**src/rtl/qdq_pkg.sv**
```systemverilog
package qdq_pkg;

  localparam int QP_LIMIT  = 51;
  localparam int QBITS_MIN = 15;
  localparam int PIPE_LAT  = 3;
  localparam int MF_W      = 14;
  localparam int V_W       = 5;

  typedef enum logic [1:0] {
    CLS_EVEN = 2'd0,
    CLS_ODD  = 2'd1,
    CLS_MIX  = 2'd2
  } posCls_e;

  // Register-load strobes from control to datapath, one per pipeline stage.
  typedef struct packed {
    logic ldProd;
    logic ldLevel;
    logic ldOut;
  } qdqStrobe_t;

  function automatic posCls_e posClass(input logic [3:0] pos);
    if (!pos[2] && !pos[0])     return CLS_EVEN;
    else if (pos[2] && pos[0])  return CLS_ODD;
    else                        return CLS_MIX;
  endfunction

  function automatic logic [MF_W-1:0] mfLookup(input logic [2:0] rem, input posCls_e cls);
    logic [MF_W-1:0] r;
    case (cls)
      CLS_EVEN: case (rem)
        3'd0: r = 14'd13107; 3'd1: r = 14'd11916; 3'd2: r = 14'd10082;
        3'd3: r = 14'd9362;  3'd4: r = 14'd8192;  default: r = 14'd7282;
      endcase
      CLS_ODD: case (rem)
        3'd0: r = 14'd5243;  3'd1: r = 14'd4660;  3'd2: r = 14'd4194;
        3'd3: r = 14'd3647;  3'd4: r = 14'd3355;  default: r = 14'd2893;
      endcase
      default: case (rem)
        3'd0: r = 14'd8066;  3'd1: r = 14'd7490;  3'd2: r = 14'd6554;
        3'd3: r = 14'd5825;  3'd4: r = 14'd5243;  default: r = 14'd4559;
      endcase
    endcase
    return r;
  endfunction

  function automatic logic [V_W-1:0] vLookup(input logic [2:0] rem, input posCls_e cls);
    logic [V_W-1:0] r;
    case (cls)
      CLS_EVEN: case (rem)
        3'd0: r = 5'd10; 3'd1: r = 5'd11; 3'd2: r = 5'd13;
        3'd3: r = 5'd14; 3'd4: r = 5'd16; default: r = 5'd18;
      endcase
      CLS_ODD: case (rem)
        3'd0: r = 5'd16; 3'd1: r = 5'd18; 3'd2: r = 5'd20;
        3'd3: r = 5'd23; 3'd4: r = 5'd25; default: r = 5'd29;
      endcase
      default: case (rem)
        3'd0: r = 5'd13; 3'd1: r = 5'd14; 3'd2: r = 5'd16;
        3'd3: r = 5'd18; 3'd4: r = 5'd20; default: r = 5'd23;
      endcase
    endcase
    return r;
  endfunction

endpackage

```
**src/rtl/qdq_ctrl.sv**
```systemverilog
module qdq_ctrl
  import qdq_pkg::*;
(
  input  logic       clk,
  input  logic       rstN,
  input  logic       inValid,
  output qdqStrobe_t stb,
  output logic       outValid
);

  logic [PIPE_LAT-1:0] vPipe;

  always_ff @(posedge clk or negedge rstN) begin
    if (!rstN) vPipe <= '0;
    else       vPipe <= {vPipe[PIPE_LAT-2:0], inValid};
  end

  always_comb begin
    stb.ldProd  = inValid;
    stb.ldLevel = vPipe[0];
    stb.ldOut   = vPipe[1];
  end

  assign outValid = vPipe[PIPE_LAT-1];


  latency_chk: assert property (@(posedge clk) disable iff (!rstN)
    inValid |-> ##3 outValid);

endmodule

```
**src/rtl/qdq_datapath.sv**
```systemverilog
module qdq_datapath
  import qdq_pkg::*;
#(
  parameter int CW = 16,
  parameter int QW = 6,
  parameter int PW = CW + 16,
  parameter int LW = PW - QBITS_MIN + 1,
  parameter int RW = CW + 16
) (
  input  logic                 clk,
  input  logic                 rstN,
  input  qdqStrobe_t           stb,
  input  logic signed [CW-1:0] coefIn,
  input  logic [QW-1:0]        qpIn,
  input  logic                 isDcIn,
  input  logic [3:0]           posIn,
  output logic signed [LW-1:0] levelOut,
  output logic signed [RW-1:0] reconOut
);

  localparam int DIV_W = 4;
  localparam logic signed [RW-1:0] ONE_S = RW'(1);
  localparam logic signed [RW-1:0] TWO_S = RW'(2);

  // ---------------- stage 0: QP split, table pick, magnitude, multiply
  logic [QW-1:0]       qpClamp;
  logic [11:0]         qpScaled;
  logic [DIV_W-1:0]    qpDiv;
  logic [7:0]          qpRemWide;
  logic [2:0]          qpRem;
  posCls_e             cls;
  logic [MF_W-1:0]     mfSel;
  logic [V_W-1:0]      vSel;
  logic                inSgn;
  logic [CW-1:0]       absW;
  logic [PW-1:0]       prodW;

  always_comb begin
    qpClamp   = (int'(qpIn) > QP_LIMIT) ? QW'(QP_LIMIT) : qpIn;
    qpScaled  = 12'(qpClamp) * 12'd43;          // floor(q/6) == (q*43)>>8 for q<=51
    qpDiv     = qpScaled[11:8];
    qpRemWide = 8'(qpClamp) - 8'(qpDiv) * 8'd6;
    qpRem     = qpRemWide[2:0];
    cls       = posClass(posIn);
    mfSel     = mfLookup(qpRem, cls);
    vSel      = vLookup(qpRem, cls);
    inSgn     = coefIn[CW-1];
    absW      = inSgn ? CW'(-coefIn) : coefIn;
    prodW     = PW'(absW) * PW'(mfSel);
  end

  logic [PW-1:0]    s1Prod;
  logic             s1Sgn;
  logic             s1Dc;
  logic [DIV_W-1:0] s1Div;
  logic [V_W-1:0]   s1V;

  always_ff @(posedge clk or negedge rstN) begin
    if (!rstN) begin
      s1Prod <= '0; s1Sgn <= 1'b0; s1Dc <= 1'b0; s1Div <= '0; s1V <= '0;
    end else if (stb.ldProd) begin
      s1Prod <= prodW; s1Sgn <= inSgn; s1Dc <= isDcIn; s1Div <= qpDiv; s1V <= vSel;
    end
  end


  qp_range_chk: assert property (@(posedge clk) disable iff (!rstN)
    stb.ldProd |=> (s1Div <= DIV_W'(QP_LIMIT / 6)));

  // ---------------- stage 1: rounding offset, shift, sign
  logic [5:0]           qBits;
  logic [5:0]           shAmt;
  logic [PW-1:0]        fVal;
  logic [PW-1:0]        rndVal;
  logic [PW-1:0]        sumVal;
  logic [PW-1:0]        magVal;
  logic [LW-1:0]        magT;
  logic signed [LW-1:0] levNext;

  always_comb begin
    qBits = 6'(QBITS_MIN) + 6'(s1Div);
    shAmt = qBits + 6'(s1Dc);
    // floor(2^qBits/3): alternating ones from bit qBits-2 downward
    fVal = '0;
    for (int i = 0; i < PW; i++) begin
      if ((i + 2 <= int'(qBits)) && (((int'(qBits) - i) % 2) == 0)) fVal[i] = 1'b1;
    end
    rndVal  = s1Dc ? (fVal << 1) : fVal;
    sumVal  = s1Prod + rndVal;
    magVal  = sumVal >> shAmt;
    magT    = magVal[LW-1:0];
    levNext = s1Sgn ? -$signed(magT) : $signed(magT);
  end

  logic signed [LW-1:0] s2Lev;
  logic                 s2Dc;
  logic [DIV_W-1:0]     s2Div;
  logic [V_W-1:0]       s2V;

  always_ff @(posedge clk or negedge rstN) begin
    if (!rstN) begin
      s2Lev <= '0; s2Dc <= 1'b0; s2Div <= '0; s2V <= '0;
    end else if (stb.ldLevel) begin
      s2Lev <= levNext; s2Dc <= s1Dc; s2Div <= s1Div; s2V <= s1V;
    end
  end


  level_sign_chk: assert property (@(posedge clk) disable iff (!rstN)
    stb.ldLevel |=> ((s2Lev == '0) || (s2Lev[LW-1] == $past(s1Sgn))));

  // ---------------- stage 2: inverse scaling
  logic signed [RW-1:0] lvExt;
  logic signed [RW-1:0] vExt;
  logic signed [RW-1:0] scaled;
  logic signed [RW-1:0] reconNext;

  always_comb begin
    lvExt  = RW'(s2Lev);
    vExt   = $signed(RW'(s2V));
    scaled = lvExt * vExt;
    if (!s2Dc)                  reconNext = scaled <<< s2Div;
    else if (s2Div >= DIV_W'(2)) reconNext = scaled <<< (s2Div - DIV_W'(2));
    else if (s2Div == DIV_W'(1)) reconNext = (scaled + ONE_S) >>> 1;
    else                        reconNext = (scaled + TWO_S) >>> 2;
  end

  always_ff @(posedge clk or negedge rstN) begin
    if (!rstN) begin
      levelOut <= '0; reconOut <= '0;
    end else if (stb.ldOut) begin
      levelOut <= s2Lev; reconOut <= reconNext;
    end
  end


  zero_map_chk: assert property (@(posedge clk) disable iff (!rstN)
    stb.ldOut |=> ((levelOut == '0) == (reconOut == '0)));


  recon_sign_chk: assert property (@(posedge clk) disable iff (!rstN)
    stb.ldOut |=> ((levelOut == '0) || (reconOut[RW-1] == levelOut[LW-1])));

endmodule

```
**src/rtl/intra_qdq.sv**
```systemverilog
module intra_qdq
  import qdq_pkg::*;
#(
  parameter int CW = 16,
  parameter int QW = 6,
  localparam int LW = CW + 2,
  localparam int RW = CW + 16
) (
  input  logic                 clk,
  input  logic                 rstN,
  input  logic                 inValid,
  input  logic signed [CW-1:0] coefIn,
  input  logic [QW-1:0]        qpIn,
  input  logic                 isDcIn,
  input  logic [3:0]           posIn,
  output logic                 outValid,
  output logic signed [LW-1:0] levelOut,
  output logic signed [RW-1:0] reconOut
);

  qdqStrobe_t stb;

  qdq_ctrl u_ctrl (
    .clk      (clk),
    .rstN     (rstN),
    .inValid  (inValid),
    .stb      (stb),
    .outValid (outValid)
  );

  qdq_datapath #(
    .CW (CW),
    .QW (QW),
    .PW (CW + 16),
    .LW (LW),
    .RW (RW)
  ) u_dp (
    .clk      (clk),
    .rstN     (rstN),
    .stb      (stb),
    .coefIn   (coefIn),
    .qpIn     (qpIn),
    .isDcIn   (isDcIn),
    .posIn    (posIn),
    .levelOut (levelOut),
    .reconOut (reconOut)
  );

endmodule

```
**config.mk**
```make
export PLATFORM = sky130hd
export DESIGN_NAME = intra_qdq
export DESIGN_NICKNAME = d
export VERILOG_FILES = /design/src/rtl/qdq_pkg.sv /design/src/rtl/qdq_ctrl.sv /design/src/rtl/qdq_datapath.sv /design/src/rtl/intra_qdq.sv
export SDC_FILE = /design/constraint.sdc
export NUM_CORES = 1
export LEC_CHECK = 0
export ABC_AREA = 1
export BUFFER_PORTS_ARGS = -buffer_cell sky130_fd_sc_hd__buf_2
export CAP_MARGIN = 20
export CORE_MARGIN = 10
export CORE_UTILIZATION = 50
export DETAILED_ROUTE_END_ITERATION = 7
export GPL_ROUTABILITY_DRIVEN = 0
export PLACE_DENSITY = 0.77
export SLEW_MARGIN = 20
export SYNTH_ARGS = -nofsm -noshare
export SYNTH_HDL_FRONTEND = slang
export SYNTH_SLANG_ARGS = --single-unit
```
**constraint.sdc**
```tcl
create_clock -name clk -period 10.75 [get_ports clk]
set_input_delay 2.15 -clock clk [delete_from_list [all_inputs] [get_ports clk]]
set_output_delay 2.15 -clock clk [all_outputs]
set_load 0.01 [all_outputs]
```
### Word-level counts from Yosys, hierarchy flattened

Cells that the tools add are included.

* eq/ne operators: 6
* add/sub/neg operators: 40
* $lt $le $gt $ge: 34
* muxes and demuxes: 49
* reductions and logical operators: 70
* shift-type cells: 3
* bitwise gates (word level): 31
* multipliers: 4

Operators with widths (count)
* $logic_not A32 Y1: 32
* $mux W32: 4
* $sub A6 B5 Y7 const B: 16
* $le A5 B6 Y1 const A: 16
* $pmux W14 S5: 1
* $pmux W13 S5: 1
* $sshl A32 B4 Y32: 2
* $pmux W12 S5: 1
* $sub A6 B4 Y7 const B: 8
* $pmux W5 S5: 2
* $le A4 B6 Y1 const A: 8
* $logic_and A1 B1 Y1: 34
* $add A30 B32 Y32: 1
* $add A32 B2 Y32 const B: 1
* $add A32 B3 Y32 const B: 1
* $mux W1: 32
* $shr A32 B6 Y18: 1
* $and A1 B1 Y1: 31
* $mul A16 B14 Y30: 1
* $pmux W14 S2: 1
* $sub A6 B3 Y7 const B: 4
* $le A3 B6 Y1 const A: 4
* $mul A18 B6 Y24: 1
* $pmux W4 S5: 1
* 27 further kinds: 33

* logic and storage cells: 249
* bits of input ports: 30
* register bits: 122

### Depth between registers and ports, before layout

* word-level depth: 11
* depth in mapped cells: 61
* mapped depth without buffers: 60

### Cells and area by module

From an unflattened synthesis, not the netlist that was laid out.

* cells, all modules: 3962
* area total of the unflattened synthesis: 25288.0 sq um

Modules (own cells, without submodules)
* qdq_datapath: cells each 3958, instances 1, area an instance 25205.4 sq um
* qdq_ctrl: cells each 4, instances 1, area an instance 82.6 sq um

### Worst setup path before layout

OpenSTA, ideal clock, no wires.

* path type: input to register
* start: in qpIn[4]
* end: reg u_dp.s1Prod[27]
* slack: -782 ps
* arrival: 11451 ps
* buffers on the path: 1
* setup time: 82 ps
* stages on the path: 55
* path through: ha_1 inv_2 nor2_4 nor2_2 inv_1 ha_1 ha_1 inv_1 fa_1 inv_1 ha_1 a21oi_1 nor2_1 a211oi_1 nand2_2 xor2_2 or2_1 nand2_1 [... 19 more ...] inv_1 fa_1 inv_1 ha_1 nand2_1 nor2_1 nor2_1 o221ai_1 a21oi_1 inv_1 a21oi_1 o21ai_0 nand2_1 o211ai_1 nand2_1 o211ai_1 or2_2 a31oi_1

* longest elaborated chain between the ends: 9
* elaborated cells between the ends (all ways): 15
* those cells by class: add/sub (1); mul (3); order compare (1); eq/ne (4); mux (5); reduce/logical (1)

Ends and longest elaborated chain
* start: declaration: RTL line intra_qdq.sv:13 `input logic [QW-1:0] qpIn,`
* $gt A6 B6 Y1: RTL line qdq_datapath.sv:39 `qpClamp = (int'(qpIn) > QP_LIMIT) ? QW'(QP_LIMIT) : qpIn;`
* $mux W6 (*): RTL line qdq_datapath.sv:39
* $mul A6 B6 Y12: RTL line qdq_datapath.sv:40 `qpScaled = 12'(qpClamp) * 12'd43;`
* $mul A4 B2 Y2: RTL line qdq_datapath.sv:42 `qpRemWide = 8'(qpClamp) - 8'(qpDiv) * 8'd6;`
* $sub A3 B3 Y3 (*): RTL line qdq_datapath.sv:42
* $eq A3 B3 Y1, or another cell as far along: RTL line qdq_pkg.sv:31, qdq_pkg.sv:35, qdq_pkg.sv:39
* $pmux W12 S5, or another cell as far along: RTL line qdq_pkg.sv:39 `default: case (rem)`
* $pmux W14 S2 (*): RTL line qdq_pkg.sv:30 `case (cls)`
* $mul A16 B14 Y30 (*): RTL line qdq_datapath.sv:49 `prodW = PW'(absW) * PW'(mfSel);`
* end signal: assignment: RTL line qdq_datapath.sv:62 `s1Prod <= prodW; s1Sgn <= inSgn; s1Dc <= isDcIn; s1Div <= qpDiv; s1V <= vSel;`
* end: declaration: RTL line qdq_datapath.sv:52 `logic [PW-1:0] s1Prod;`

Every way passes the cells marked *; elsewhere a longest branch is shown, timed or not.
A chain may end at the register's enable or synchronous reset.

### Worst setup path after layout

Ends and elaborated chain as after synthesis.

==> metrics <==
post-detail-place hpwl approximately 60000 um; Mapped Nets about 4.3k; Tmin final ~11 ns; setup slack after layout -0.7078 ns; final setup violation count 16; initial core utilization about 51%; Critical Path Slowest Stage Cell fa_2; asr flop ratio synth 100.0%; nets roughly 4.5k; vias in the first global route between 20k and 30k; crit end category register; Post-synth EDFFs 0; IO Port Bufs between 70 and 80; ys flop type dfrtp_1; grt peak-use layer met2; die area around 0.059 mm2; total iterations of the first detailed-routing run 7; met3 usage slightly below 5%; Slew Limit Fails 0; non-filler cells in the finished layout about 4.8k; Worst-path clk slew 0.06 ns; fillers about 4.4k; R2R depth 26; n_diodes 0; die width 242.8 um; most common cell after layout, fill and taps aside nand2_1; worst r2r src u_dp.s2V[1]$_DFFE_PN0P_; Min-Delay Path Class reg -> reg; hold path depth 2; #FFs+latches synth between 100 and 150; FP Rows 81; layout cells sized above 1 between 10% and 20%; worst reg-to-reg setup slack ~4.7 ns; most numerous cell on the critical path fa_1; WL final roughly 80000 um; met1 usage between 30% and 40%; Iter 0 DRT Violations 2850; Longest Clk Path Bufs 2; post-synth cell types 58; post-synthesis sequential area ratio 12.30%; GRT met2 Usage 42.36%; Area Overhead vs Synth 17.66%; total grt overflow 0; CTS tree done; drt drc 0; Worst R2R End u_dp.reconOut[14]$_DFFE_PN0P_; clock sinks roughly 120; Die Y roughly 240 um; first-pass GRT wire length between 100000 and 150000 um; Worst EP required 11.13 ns; Root Driver clkbuf_16; WL/cell about 17 um; post-route ant nets 0; CTS Hold Bufs 0; Max-cap violations 0; clk_lat worst skew around 0.47 ns; Fin. Hold Viols 0; H-tree depth reported by CTS 4; Max-slew headroom 24.76%; Synth Area per Inst ~6.4 um2; Worst-Margin Slew about 1.1 ns; largest net degree at the start of global routing 74; status complete, but fails checks; violated checks negative setup slack; Ys Warns 0; min-delay src u_dp.levelOut[14]$_DFFE_PN0P_; placed insts roughly 4.7k; most frequent cells in the layout 1121 x nand2_1, 564 x inv_1, 442 x nand3_1; RSZ-0062 raised after global routing true; Data arrival, critical path between 10 and 15 ns; final setup TNS -5.878 ns; FMAX ~0.087 GHz; vias per cell roughly 5.6; Max FO, Critical Path 5; startpoint types input port; Syn Inst Count ~3.9k; Cell Area, Synth 0.02482 mm2; CP max stage delay roughly 0.57 ns; Setup Crit Path Kind in -> reg; Final period util 106.6%; gr usage total between 20% and 30%; io pins between 80 and 90; Hold Path End u_dp.levelOut[14]$_DFFE_PN0P_; Max Clock Skew 0.01373 ns; initial antenna violation count 0; vias post-DR around 27k; Core Box Area 0.04905 mm2; CTS Buf Count 17
==> cell usage after synthesis, drive strengths merged (6+ instances only) <==
library cell | instances | area share [%]
nand2 | 1167 | 18
inv | 619 | 9.4
nand3 | 450 | 9.1
nor2 | 342 | 5.5
fa | 225 | 18
o21ai | 205 | 4.2
ha | 203 | 10
a21oi | 126 | 2.6
dfrtp | 122 | 12
clkbuf | 89 | 1.3
xor2 | 46 | 1.7
buf | 39 | 0.83
nand4 | 35 | 0.88
xnor2 | 32 | 1.2
nor3 | 29 | 0.63
a31oi | 24 | 0.67
o211ai | 24 | 0.84
or2 | 20 | 0.50
o21bai | 10 | 0.32
clkinv | 8 | 0.12
o221ai | 8 | 0.31
and2 | 6 | 0.15
o22ai | 6 | 0.15
==> logic make-up after synthesis <==
group	synth area share [%]
flops	12.30
simple gates	34.78
fa+ha+maj	28.38
xor+xnor	2.904
buf+inv	11.67
mux	0.04033
compound gates	9.931
==> flip-flops by register name (all words and copies together) (netlist names) <==
name / count
u_dp.levelOut: 18
u_dp.s1V: 5
u_dp.reconOut: 32
u_ctrl.vPipe: 3
u_dp.s1Prod: 30
u_dp.s1Div: 4
u_dp.s1Dc: 1
u_dp.s2Lev: 18
u_dp.s2V: 5
u_dp.s2Dc: 1
u_dp.s2Div: 4
u_dp.s1Sgn: 1
==> per-stage QoR <==
stage	hold slack, ns	area [um2]	util, %	worst slack [ns]
3_3_place_gp	0.4480	27280	55.62	-1.060
2_1_floorplan	0.3519	25020	-	-0.3013
4_1_cts	0.4694	28630	58.36	-0.3002
6_report	0.4657	29200	59.53	-0.7078
3_5_place_dp	0.4541	27280	55.62	-1.253
5_1_grt	0.4847	29200	59.53	-1.077
==> critical path, delay by kind of cell <==
family	cells	cell delay, ns
adders and majority gates	11	4.58
and+or+nand+nor	18	1.92
AOI/OAI and AO/OA	9	1.55
buffers and inverters	12	1.25
xor gates and xnor gates	2	0.36
==> how the worst max path moves through the flow <==
stage | startpoint | to | slack [ns] | cells after the start
after global placement | qpIn[4] | u_dp.s1Prod[27]$_DFFE_PN0P_ | -1.06 | 49
final | qpIn[4] | u_dp.s1Prod[27]$_DFFE_PN0P_ | -0.71 | 52
after floorplan | qpIn[4] | u_dp.s1Prod[27]$_DFFE_PN0P_ | -0.30 | 55
after CTS | qpIn[4] | u_dp.s1Prod[29]$_DFFE_PN0P_ | -0.30 | 50
after global routing | qpIn[4] | u_dp.s1Prod[27]$_DFFE_PN0P_ | -1.08 | 56
after detailed placement | qpIn[4] | u_dp.s1Prod[27]$_DFFE_PN0P_ | -1.25 | 49
==> what timing repair did <==
action / 4_1_cts / 5_1_grt
setup endpoints to repair: 18 / 21
pin swaps: 90 / 103
buffers inserted: 36 / 24
gates resized for setup: 97 / 144
cloned: 3 / 0
==> layout make-up <==
cell class	instances	area, um2	share of cell area, %
clock inverter	15	173.9	0.5955
clock buffer	17	425.4	1.457
timing repair buffer	325	2431	8.325
timing repair inverter	1	7.507	0.02571
sequential	122	3053	10.45
multi-input combinational	2996	19910	68.17
tap	664	830.8	2.845
inverter	627	2375	8.132
==> routing by layer <==
metal / vias up / routed length [um]
li1: 12700 / -
met1: 12330 / 31100
met2: 1293 / 37030
met3: 273 / 7347
met4: 0 / 3575
met5: - / 0
Power is not shown: default switching activity piles up to over one toggle a cycle in this logic, so the estimate is an artifact.
